`config.mk`:
```
export PLATFORM = sky130hd
export DESIGN_NAME = irq_coalesce
export DESIGN_NICKNAME = d
export VERILOG_FILES = /design/src/rtl/coal_pkg.sv /design/src/rtl/coal_prescale.sv /design/src/rtl/coal_count.sv /design/src/rtl/coal_delay.sv /design/src/rtl/irq_coalesce.sv
export SDC_FILE = /design/constraint.sdc
export NUM_CORES = 1
export LEC_CHECK = 0
export BUFFER_PORTS_ARGS = -buffer_cell sky130_fd_sc_hd__buf_4
export CAP_MARGIN = 20
export CORE_ASPECT_RATIO = 1.1
export CORE_MARGIN = 3
export CORE_UTILIZATION = 35
export CTS_BUF_LIST = sky130_fd_sc_hd__clkbuf_8
export DETAILED_ROUTE_END_ITERATION = 10
export MAX_ROUTING_LAYER = met4
export SYNTH_ARGS = -nofsm -noshare
export SYNTH_HDL_FRONTEND = slang
export SYNTH_HIERARCHICAL = 1
export SYNTH_SLANG_ARGS = --single-unit
```
`constraint.sdc`:
```
create_clock -name clk -period 2 [get_ports clk]
set_input_delay 0.4 -clock clk [delete_from_list [all_inputs] [get_ports clk]]
set_output_delay 0.4 -clock clk [all_outputs]
set_load 0.005 [all_outputs]
```
`src/rtl/coal_pkg.sv`:
```
package coal_pkg;

    localparam int FIELD_W   = 8;
    localparam int CFG_W     = 2 * FIELD_W;
    localparam int THR_LSB   = 0;
    localparam int DLY_LSB   = FIELD_W;

    typedef logic [FIELD_W-1:0] field_t;

    typedef struct packed {
        field_t delay;
        field_t thresh;
    } coal_cfg_t;

    function automatic coal_cfg_t decode_cfg(input logic [CFG_W-1:0] raw);
        coal_cfg_t c;
        c.thresh = raw[THR_LSB +: FIELD_W];
        c.delay  = raw[DLY_LSB +: FIELD_W];
        return c;
    endfunction

    function automatic int tick_div(input int clk_hz, input int tick_hz);
        int d;
        d = (tick_hz > 0) ? clk_hz / tick_hz : 1;
        return (d < 1) ? 1 : d;
    endfunction

endpackage

```
`src/rtl/coal_prescale.sv`:
```
module coal_prescale #(
    parameter int DIV = 2
) (
    input  logic clk,
    input  logic rst,
    output logic tick
);
    localparam int PW = (DIV > 1) ? $clog2(DIV) : 1;

    generate
        if (DIV > 1) begin : g_div
            logic [PW-1:0] pre_q;

            always_ff @(posedge clk) begin
                if (rst) begin
                    pre_q <= '0;
                end else if (tick) begin
                    pre_q <= '0;
                end else begin
                    pre_q <= pre_q + PW'(1);
                end
            end

            assign tick = (pre_q == PW'(DIV - 1));

            AST_TICK_GAP: assert property (@(posedge clk) disable iff (rst)
                tick |=> !tick);
        end else begin : g_pass
            assign tick = 1'b1;
        end
    endgenerate

endmodule

```
`src/rtl/coal_count.sv`:
```
module coal_count
    import coal_pkg::*;
(
    input  logic   clk,
    input  logic   rst,
    input  logic   start,
    input  logic   cmpl,
    input  logic   expire,
    input  field_t thresh,
    output field_t cnt_q,
    output logic   ioc_hit
);
    logic hit_now;
    logic reload;

    assign hit_now = cmpl && !start && (cnt_q == field_t'(1));
    assign reload  = start || expire || hit_now;

    always_ff @(posedge clk) begin
        if (rst) begin
            cnt_q   <= '0;
            ioc_hit <= 1'b0;
        end else begin
            ioc_hit <= hit_now;
            if (reload) begin
                cnt_q <= thresh;
            end else if (cmpl) begin
                cnt_q <= cnt_q - field_t'(1);
            end
        end
    end

    AST_IOC_RELOAD: assert property (@(posedge clk) disable iff (rst)
        ioc_hit |-> (cnt_q == $past(thresh)));

    AST_START_LOAD: assert property (@(posedge clk) disable iff (rst)
        (!$past(rst) && $past(start)) |-> (cnt_q == $past(thresh) && !ioc_hit));

    AST_DEC_STEP: assert property (@(posedge clk) disable iff (rst)
        (!$past(rst) && $past(cmpl && !start && !expire && cnt_q != field_t'(1)))
        |-> (cnt_q == $past(cnt_q) - field_t'(1)));

endmodule

```
`src/rtl/coal_delay.sv`:
```
module coal_delay
    import coal_pkg::*;
(
    input  logic   clk,
    input  logic   rst,
    input  logic   tick,
    input  logic   cmpl,
    input  field_t dly,
    output field_t tmr_q,
    output logic   expire,
    output logic   dly_hit
);
    logic load;

    assign load   = cmpl && (dly != '0);
    assign expire = tick && (tmr_q == field_t'(1)) && !load;

    always_ff @(posedge clk) begin
        if (rst) begin
            tmr_q   <= '0;
            dly_hit <= 1'b0;
        end else begin
            dly_hit <= expire;
            if (load) begin
                tmr_q <= dly;
            end else if (tick && tmr_q != '0) begin
                tmr_q <= tmr_q - field_t'(1);
            end
        end
    end

    AST_EXPIRE_IDLE: assert property (@(posedge clk) disable iff (rst)
        dly_hit |-> (tmr_q == '0));

    AST_CMPL_WINS: assert property (@(posedge clk) disable iff (rst)
        (!$past(rst) && $past(cmpl && dly != '0)) |-> (!dly_hit && tmr_q == $past(dly)));

    AST_ZERO_DELAY: assert property (@(posedge clk) disable iff (rst)
        (!$past(rst) && $past(cmpl && dly == '0 && tmr_q == '0)) |-> (tmr_q == '0));

endmodule

```
`src/rtl/irq_coalesce.sv`:
```
module irq_coalesce
    import coal_pkg::*;
#(
    parameter int CLK_HZ  = 100_000_000,
    parameter int TICK_HZ = 50_000_000
) (
    input  logic             clk,
    input  logic             rst,
    input  logic [CFG_W-1:0] ctrl_upper,
    input  logic             chan_start,
    input  logic             done_pulse,
    output logic             ioc_set,
    output logic             dly_set,
    output logic [FIELD_W-1:0] count_rd,
    output logic [FIELD_W-1:0] timer_rd
);
    localparam int DIV = tick_div(CLK_HZ, TICK_HZ);

    coal_cfg_t cfg;
    logic      tick;
    logic      expire;

    assign cfg = decode_cfg(ctrl_upper);

    coal_prescale #(.DIV(DIV)) u_pre (
        .clk  (clk),
        .rst  (rst),
        .tick (tick)
    );

    coal_delay u_dly (
        .clk     (clk),
        .rst     (rst),
        .tick    (tick),
        .cmpl    (done_pulse),
        .dly     (cfg.delay),
        .tmr_q   (timer_rd),
        .expire  (expire),
        .dly_hit (dly_set)
    );

    coal_count u_cnt (
        .clk     (clk),
        .rst     (rst),
        .start   (chan_start),
        .cmpl    (done_pulse),
        .expire  (expire),
        .thresh  (cfg.thresh),
        .cnt_q   (count_rd),
        .ioc_hit (ioc_set)
    );

    AST_EXPIRE_RELOADS: assert property (@(posedge clk) disable iff (rst)
        dly_set |-> (count_rd == $past(cfg.thresh)));

    AST_PULSES_RESET: assert property (@(posedge clk)
        $past(rst) |-> (!ioc_set && !dly_set && count_rd == '0 && timer_rd == '0));

endmodule

```
==> results.json, run 1 <==
{
  "grt_overflow_total": 0,
  "grt_pass1_wl_mm": 5.09,
  "max_freq_mhz": 520,
  "final_cell_mix": "buf_4, nor2_1, dfxtp_1, a211oi_1, nand2_1",
  "crit_required_ns": 2.16,
  "status": "complete, no violations",
  "dieArea_um2": 4020,
  "startpoint_type": "input port",
  "whs_path_depth": 2,
  "syn_to_final_growth_pct": 41.1,
  "min_period_ns": 1.92,
  "netSwitchingFraction_pct": 30.9,
  "drt_iter0_markers": 53,
  "cpMaxStageDelayCell": "or4_1",
  "avgSynthCellArea_um2": 8.81,
  "drive_gt1_share_pct": 39.0,
  "busiest_layer": "met2",
  "synthTopCellsByArea": "dfxtp_1, nor2_1, a211oi_1",
  "postRouteAntennaNets": 0,
  "grt_use_met1_pct": 22.6,
  "yosys.area.top_type": "dfxtp_1",
  "clock_sinks": 19,
  "total_power_w": 0.00105,
  "fin_area_um2": 1630,
  "cpMostUsedCell": "nor2_1",
  "worstSkewPairLatency_ns": 0.26,
  "grt_pass1_vias": 1103,
  "port_buffers": 37,
  "cts_root_buffer": "clkbuf_8",
  "peakVddDrop_mv": 0.304,
  "ys_ff_latch": 19,
  "wl_per_cell_um": 14.4,
  "clock_path_buffers": 2,
  "antenna_cells": 0,
  "setup_slack_ns": 0.0763,
  "crit_chain": "buf_4 -> or4_1 -> o21a_1 -> nor2_1 -> nor2_1 -> a21boi_2 -> nand2b_1 -> a311oi_1",
  "synth_warnings": 6,
  "grt_use_met2_pct": 25.4,
  "p_leak_nw": 0.680,
  "syn_nets": 156,
  "hold_start": "chan_start",
  "grtUsageTotal_pct": 16.8,
  "ys_seq_area_share_pct": 33.0,
  "setup-violations-final": 0,
  "skew_ns": 0.00493,
  "startpoint": "ctrl_upper[10]",
  "gp_routability_congestion": 0.816,
  "cts_buffers": 3,
  "start_util_pct": 37.2,
  "dieWidth_um": 60.7,
  "die_y_um": 66.2,
  "dpl_worst_slack_ns": -0.177,
  "report.final.slew_viol_count": 0,
  "fin_util_pct": 52.5,
  "dp_hpwl_mm": 2.42,
  "crit_type": "in -> reg",
  "htree_levels": 1,
  "slowest_delay_ns": 0.53,
  "num_vias": 1163,
  "relSlewSlack_pct": 71.3,
  "grt_max_degree": 20,
  "intPower_w": 0.000723,
  "fin_crit_sh_pct": 96.2,
  "synth_top_area_share_pct": 33.0,
  "clkTransAtPathRegs_ns": 0.07,
  "coreArea_um2": 3100,
  "post_drt_via_cell_ratio": 5.38,
  "power_frac_clock_pct": 26.1,
  "mappedNetlistArea_um2": 1150,
  "switchingPower_w": 0.000322,
  "hold_path_class": "in -> reg",
  "netlist_instances": 131,
  "hold_viol_final": 0,
  "critPathMaxFanout": 3,
  "gr-usage-met3_pct": 3.71,
  "rr_worst_depth": 6,
  "drc_errors": 0,
  "fin_nets": 208,
  "min_to": "u_cnt/ioc_hit",
  "rsz0062_at_grt": "false",
  "worstMarginPinSlew_ns": 0.427,
  "cts_tree": "yes",
  "arrival_ns": 2.08,
  "row_count": 21,
  "wirelength_mm": 3.11,
  "io_pins": 38,
  "worstSetupEndpointType": "flop",
  "reg2reg_to": "u_dly/tmr_q[1]",
  "synth.distinct_cells": 39,
  "drt_first_pass_iters": 4,
  "p_per_area_nw_per_um2": 642,
  "cap_violations": 0,
  "reg2reg_from": "u_dly/tmr_q[0]",
  "combinationalPowerShare_pct": 29.8,
  "cts_setup_buffers": 0,
  "place_area_um2": 1570,
  "r2r_slack_ns": 0.10,
  "grt_antenna_before_repair": 0,
  "final_common_cell": "buf_4",
  "seq_power_share_pct": 44.1,
  "setup_tns_ns": 0
}
-- cells in the mapped netlist (all sizes together) --
library cell   n
a21oi          4
nor2          21
nor4bb         2
a21o           1
mux2i          1
or4            4
o21ai          3
nor3b          1
nand4          2
nor4           2
a311oi         3
ha             5
a2111oi        1
dfxtp         19
a211oi        12
or4b           1
xor2           3
mux2           1
nand2b         2
xnor2          5
buf            3
o21a           1
and4bb         2
nand3b         1
nor3           6
or3            3
o22ai          2
nand3          1
a21boi         4
inv            6
nand2          8
clkbuf         1
-- flip-flops by register name, indices dropped and copies added (netlist names) --
name and flops:
u_cnt/cnt_q 8, u_dly/tmr_q 8, u_pre/tick 1, u_cnt/ioc_hit 1
u_dly/dly_hit 1
-- routing by layer --
layer	part of all wire, %	vias to the layer above
li1	-	587
met1	46	544
met2	48	30
met3	5.2	2
met4	0.61	0
met5	0	-
-- worst max-delay path by stage --
stage / to / slack, ns / cells past startpoint
floorplan: u_cnt/cnt_q[7] / 0.002 / 7
global placement: u_cnt/cnt_q[1] / -0.11 / 9
detailed placement: u_cnt/cnt_q[1] / -0.18 / 9
CTS: u_cnt/cnt_q[1] / 0.10 / 9
global route: u_dly/tmr_q[1] / 0.0003 / 6
finish: u_cnt/cnt_q[7] / 0.08 / 8
-- power by group through the flow --
stage | registers, W | clock network (W) | logic, W
floorplan | 0.000460 | 0 | 0.000168
CTS | 0.000458 | 0.000278 | 0.000308
finish | 0.000461 | 0.000272 | 0.000312
detailed placement | 0.000467 | 0 | 0.000306
global placement | 0.000465 | 0 | 0.000301
global route | 0.000469 | 0.000292 | 0.000344
-- per-stage QoR --
stage | hold WS (ns) | instances
after detailed placement | 0.492 | 212
after CTS | 0.319 | 216
after floorplan | 0.456 | 131
after global placement | 0.490 | 212
final | 0.324 | 216
after global routing | 0.314 | 216
-- kinds of logic after synthesis --
family | count (synthesis) | share of synthesized area, %
AND/OR/NAND/NOR | 56 | 28.3
AO/OA/AOI/OAI | 31 | 22.0
adder cells (fa/ha/maj) | 5 | 5.42
XOR/XNOR | 8 | 6.07
flip-flops | 19 | 33.0
buffers and inverters | 10 | 3.36
multiplexers | 2 | 1.84
-- critical path, delay by kind of cell --
family	cells	cell delay (ns)
AND/OR/NAND/NOR	4	0.89
AO/OA/AOI/OAI	3	0.67
buffers and inverters	1	0.11
-- area by class of cell --
cell class                      instances  area, um2
Fill cell                             297       1470
Multi-Input combinational cell        102        753
Timing Repair Buffer                   51        383
Sequential cell                        19        380
Tap cell                               34       42.5
Clock buffer                            3       41.3
Inverter                                6       22.5
Clock inverter                          1       5.00
-- timing repair --
action	in CTS	in global routing
hold buffers	0	0
resized for setup	0	3
setup endpoints to repair	0	3
No activity file was read; power rests on OpenSTA's default activity.
==> run 2, diff against run 1 <==
Settings changed: CTS_BUF_LIST sky130_fd_sc_hd__clkbuf_8 to default.
==> run 2 against run 1 <==
Clock skew shrank 0.0027 ns; highest routed layer unchanged; cell count is the same; clock power down 28%; critical endpoint unchanged; routed wire length decreased by 1.1%; combinational power hardly changed; worst setup slack improved by 0.074 ns; sequential share of layout area rose by 0.33 points; utilization fell by 0.57 points.
==> results.json, run 2 (synthesized netlist as in run 1, its figures left out) <==
{
  "status": "complete, no violations",
  "largest_registers": "u_cnt/cnt_q x8, u_dly/tmr_q x8",
  "startpoint_type": "input port",
  "final_common_cell": "buf_4",
  "final_cell_mix": "buf_4, nor2_1, dfxtp_1, a211oi_1, nand2_1",
  "cts_hold_buf": 0,
  "worstSkewPairLatency_ns": 0.29,
  "grt_max_degree": 20,
  "grt_antenna_before_repair": 0,
  "drive_gt1_share_pct": 39.6,
  "cts_buffers": 3,
  "drc_errors": 0,
  "gp_routability_congestion": 0.816,
  "postRouteAntennaNets": 0,
  "fin_area_um2": 1610,
  "antenna_cells": 0,
  "hold_path_class": "in -> reg",
  "grtUsageTotal_pct": 16.6,
  "whs_ns": 0.277,
  "max_freq_mhz": 541,
  "fin_util_pct": 51.9,
  "clock_path_buffers": 2,
  "skew_ns": 0.00226,
  "fill_cells": 299,
  "rsz0062_at_grt": "false",
  "p_per_area_nw_per_um2": 601,
  "io_pins": 38,
  "num_vias": 1159,
  "cts_tree": "yes",
  "critPathMaxFanout": 3,
  "drt_iter0_markers": 45,
  "report.final.slew_viol_count": 0,
  "dp_hpwl_mm": 2.42,
  "row_count": 21,
  "syn_to_final_growth_pct": 39.6,
  "crit_required_ns": 2.21,
  "worstMarginPinSlew_ns": 0.434,
  "reg2reg_from": "u_dly/tmr_q[1]",
  "rr_worst_depth": 6,
  "crit_type": "in -> reg",
  "setup-violations-final": 0,
  "htree_levels": 1,
  "wl_per_cell_um": 14.2,
  "relSlewSlack_pct": 70.8,
  "reg2reg_to": "u_dly/tmr_q[1]",
  "r2r_slack_ns": 0.16,
  "hold_viol_final": 0,
  "start_util_pct": 37.2,
  "wirelength_mm": 3.07,
  "cap_violations": 0,
  "die_y_um": 66.2,
  "clock_sinks": 19,
  "p_leak_nw": 0.672,
  "fin_nets": 208,
  "worstSetupEndpointType": "flop",
  "dieArea_um2": 4020,
  "whs_path_depth": 2,
  "cts_root_buffer": "clkbuf_4",
  "arrival_ns": 2.06,
  "peakVddDrop_mv": 0.288,
  "grt_pass1_wl_mm": 5.07,
  "port_buffers": 37,
  "fin_crit_sh_pct": 92.5,
  "dieWidth_um": 60.7,
  "grt_pass1_vias": 1100,
  "hold_start": "chan_start",
  "post_drt_via_cell_ratio": 5.37,
  "coreArea_um2": 3100,
  "grt_overflow_total": 0,
  "drt_first_pass_iters": 4,
  "min_to": "u_cnt/ioc_hit",
  "min_period_ns": 1.85,
  "clkTransAtPathRegs_ns": 0.11,
  "place_area_um2": 1570,
  "cts_setup_buffers": 0
}
-- run 2: cell counts in the layout (fill, tap and decap cells not counted) --
Identical to the previous run, type by type.
-- run 2: power breakdown --
group	internal, W	switching (W)	leakage, nW
Combinational	0.000174	0.000137	0.496
Sequential	0.000410	0.0000513	0.158
Clock	0.0000743	0.000121	0.0177
Total	0.000659	0.000309	0.672
-- run 2: area by class of cell --
cell class / count / area (um2) / share of cell area [%]
inverters: 6 / 22.5 / 1.40
flip-flops and latches: 19 / 382 / 23.7
multi-input cells: 102 / 753 / 46.8
clock buffers: 3 / 22.5 / 1.40
well taps: 34 / 42.5 / 2.64
repair buffers: 51 / 383 / 23.8
clock inverters: 1 / 5.00 / 0.311
-- run 2: per-layer routing --
| layer | wire length (um) | track usage (%) |
|---|---|---|
| met1 | 1400 | 22.5 |
| met2 | 1510 | 25.4 |
| met3 | 146 | 3.13 |
| met4 | 19 | 4.07 |
| met5 | 0 | - |
-- run 2: how the worst max path moves through the flow --
stage,from,end,slack (ns),depth (start not counted)
final,ctrl_upper[10],u_cnt/cnt_q[7],0.15,8
after global routing,u_dly/tmr_q[5],u_cnt/cnt_q[7],0.04,7
after CTS,u_dly/tmr_q[0],u_dly/tmr_q[1],0.1,6
after detailed placement,ctrl_upper[10],u_cnt/cnt_q[1],-0.18,9
after global placement,ctrl_upper[10],u_cnt/cnt_q[1],-0.11,9
after floorplan,ctrl_upper[10],u_cnt/cnt_q[7],0.002,7
-- run 2: what timing repair did --
| item | CTS | global route |
|---|---|---|
| resized for setup | 0 | 4 |
| hold endpoints to repair | 0 | 0 |
| setup endpoints to repair | 0 | 4 |
-- run 2: stage by stage --
| stage | total power (W) | std cells | setup WS [ns] | setup TNS, ns |
|---|---|---|---|---|
| after floorplan | 0.000629 | 131 | 0.00200 | 0 |
| after detailed placement | 0.000773 | 212 | -0.177 | -1.05 |
| after CTS | 0.000972 | 216 | 0.0993 | 0 |
| final | 0.000968 | 216 | 0.150 | 0 |
| after global routing | 0.00103 | 216 | 0.0354 | 0 |
| after global placement | 0.000765 | 212 | -0.112 | -0.598 |
-- run 2: worst max-delay path, stage by stage --
cell	delay, ns
buf_4	0.11
or4_1	0.53
o21a_1	0.23
nor2_1	0.12
nor2_1	0.07
a21boi_2	0.16
nand2b_1	0.16
a311oi_1	0.26
==> run 3, diff against run 2 <==
Settings changed: CORE_UTILIZATION 35 to 49, PLACE_DENSITY from default to 0.78.
Clock period 2 ns to 1.8 ns, I/O delays scaled along.
==> run 3 against run 2 <==
Sequential share of layout area decreased by 1.0 points; power increased by 17%; non-clock buffer count increased by 6; worst setup slack got worse by 0.063 ns; register-to-register slack got worse by 0.07 ns; utilization increased by 27 points; hold slack got worse by 0.066 ns; highest routed layer unchanged.
==> results.json, run 3 (synthesized netlist as in run 1, its figures left out) <==
{
  "p_leak_nw": 0.717,
  "cts_buffers": 3,
  "relSlewSlack_pct": 80.0,
  "status": "complete, no violations",
  "die_y_um": 56.9,
  "drc_errors": 0,
  "worstSkewPairLatency_ns": 0.31,
  "hold_viol_final": 0,
  "coreArea_um2": 2130,
  "fin_crit_sh_pct": 95.1,
  "total_power_w": 0.00114,
  "cts_root_buffer": "clkbuf_4",
  "critPathMaxFanout": 4,
  "antenna_cells": 0,
  "start_util_pct": 54.2,
  "io_pins": 38,
  "cts_hold_buf": 0,
  "clock_sinks": 19,
  "max_freq_mhz": 584,
  "drt_iter0_markers": 24,
  "setup_slack_ns": 0.0877,
  "arrival_ns": 1.94,
  "min_period_ns": 1.71,
  "rsz0062_at_grt": "true",
  "dieArea_um2": 2970,
  "wl_per_cell_um": 15.1,
  "final_common_cell": "buf_4",
  "intPower_w": 0.000765,
  "grt_antenna_before_repair": 0,
  "report.final.slew_viol_count": 0,
  "grt_pass1_vias": 1245,
  "reg2reg_from": "u_dly/tmr_q[1]",
  "grt_pass1_wl_mm": 5.13,
  "seq_power_share_pct": 44.6,
  "drt_first_pass_iters": 7,
  "power_frac_clock_pct": 20.3,
  "fin_util_pct": 79.4,
  "fin_nets": 214,
  "setup-violations-final": 0,
  "row_count": 17,
  "grt_overflow_total": 0,
  "startpoint_type": "flop",
  "startpoint": "u_dly/tmr_q[1]",
  "wirelength_mm": 3.27,
  "r2r_slack_ns": 0.09,
  "post_drt_via_cell_ratio": 5.77,
  "combinationalPowerShare_pct": 35.1,
  "place_area_um2": 1640,
  "gp_routability_congestion": 0.878,
  "final_cell_mix": "buf_4, nor2_1, dfxtp_1, nand2_1, a211oi_1",
  "p_per_area_nw_per_um2": 673,
  "postRouteAntennaNets": 0,
  "dp_hpwl_mm": 2.54,
  "num_vias": 1246,
  "largest_registers": "u_cnt/cnt_q x8, u_dly/tmr_q x8",
  "dieWidth_um": 52.3,
  "crit_type": "reg -> reg",
  "fill_cells": 159,
  "cap_violations": 0,
  "crit_required_ns": 2.03,
  "worstSetupEndpointType": "flop",
  "peakVddDrop_mv": 0.543,
  "port_buffers": 37,
  "cts_setup_buffers": 0,
  "syn_to_final_growth_pct": 46.4,
  "cts_tree": "yes",
  "hold_path_class": "in -> reg",
  "grt_max_degree": 20,
  "grtUsageTotal_pct": 22.8,
  "clock_path_buffers": 2,
  "dpl_worst_slack_ns": -0.217,
  "worstMarginPinSlew_ns": 0.300,
  "hold_start": "chan_start",
  "skew_ns": 0.00328,
  "switchingPower_w": 0.000372,
  "netSwitchingFraction_pct": 32.7,
  "clkTransAtPathRegs_ns": 0.11,
  "htree_levels": 1,
  "fin_area_um2": 1690,
  "drive_gt1_share_pct": 43.6
}
run 3: what timing repair did:
item	CTS	global route
hold endpoints to repair	0	0
pin swaps	0	1
setup endpoints to repair	1	14
gates resized for setup	1	5
run 3: power by group through the flow:
stage	registers, W	logic, W	clock network, W
4_1_cts	0.000502	0.000390	0.000229
3_5_place_dp	0.000512	0.000386	0
2_1_floorplan	0.000512	0.000196	0
3_3_place_gp	0.000509	0.000374	0
6_report	0.000508	0.000399	0.000231
5_1_grt	0.000514	0.000428	0.000255
run 3: worst paths after layout:
kind / cells past startpoint / to
min: 2 / u_cnt/ioc_hit
max: 7 / u_dly/tmr_q[0]
max reg2reg: 7 / u_dly/tmr_q[0]
min reg2reg: 1 / u_pre/tick
run 3: routing by layer:
layer,wire length [um],track usage [%]
met1,1260,23.9
met4,95,9.49
met3,252,2.65
met5,0,-
met2,1660,41.8
run 3: final cells by class:
| type | count | area (um2) | share of cell area (%) |
|---|---|---|---|
| Tap cell | 28 | 35.0 | 2.07 |
| Clock buffer | 4 | 26.3 | 1.56 |
| Inverter | 6 | 22.5 | 1.33 |
| Timing Repair Buffer | 57 | 440 | 26.1 |
| Multi-Input combinational cell | 102 | 782 | 46.3 |
| Sequential cell | 19 | 383 | 22.7 |
run 3: worst max-delay path: stages, from the launching register on:
cell,delay [ns]
dfxtp_2,0.35
inv_1,0.11
ha_1,0.20
nor3b_1,0.26
a21oi_1,0.16
buf_4,0.17
a21o_1,0.17
a211oi_1,0.22
run 3: metrics by stage:
step	std cells	TNS [ns]	hold WS, ns
finish	216	0	0.211
floorplan	131	-0.348	0.427
global route	216	-0.201	0.212
global placement	212	-1.66	0.478
detailed placement	212	-1.96	0.487
CTS	216	0	0.214
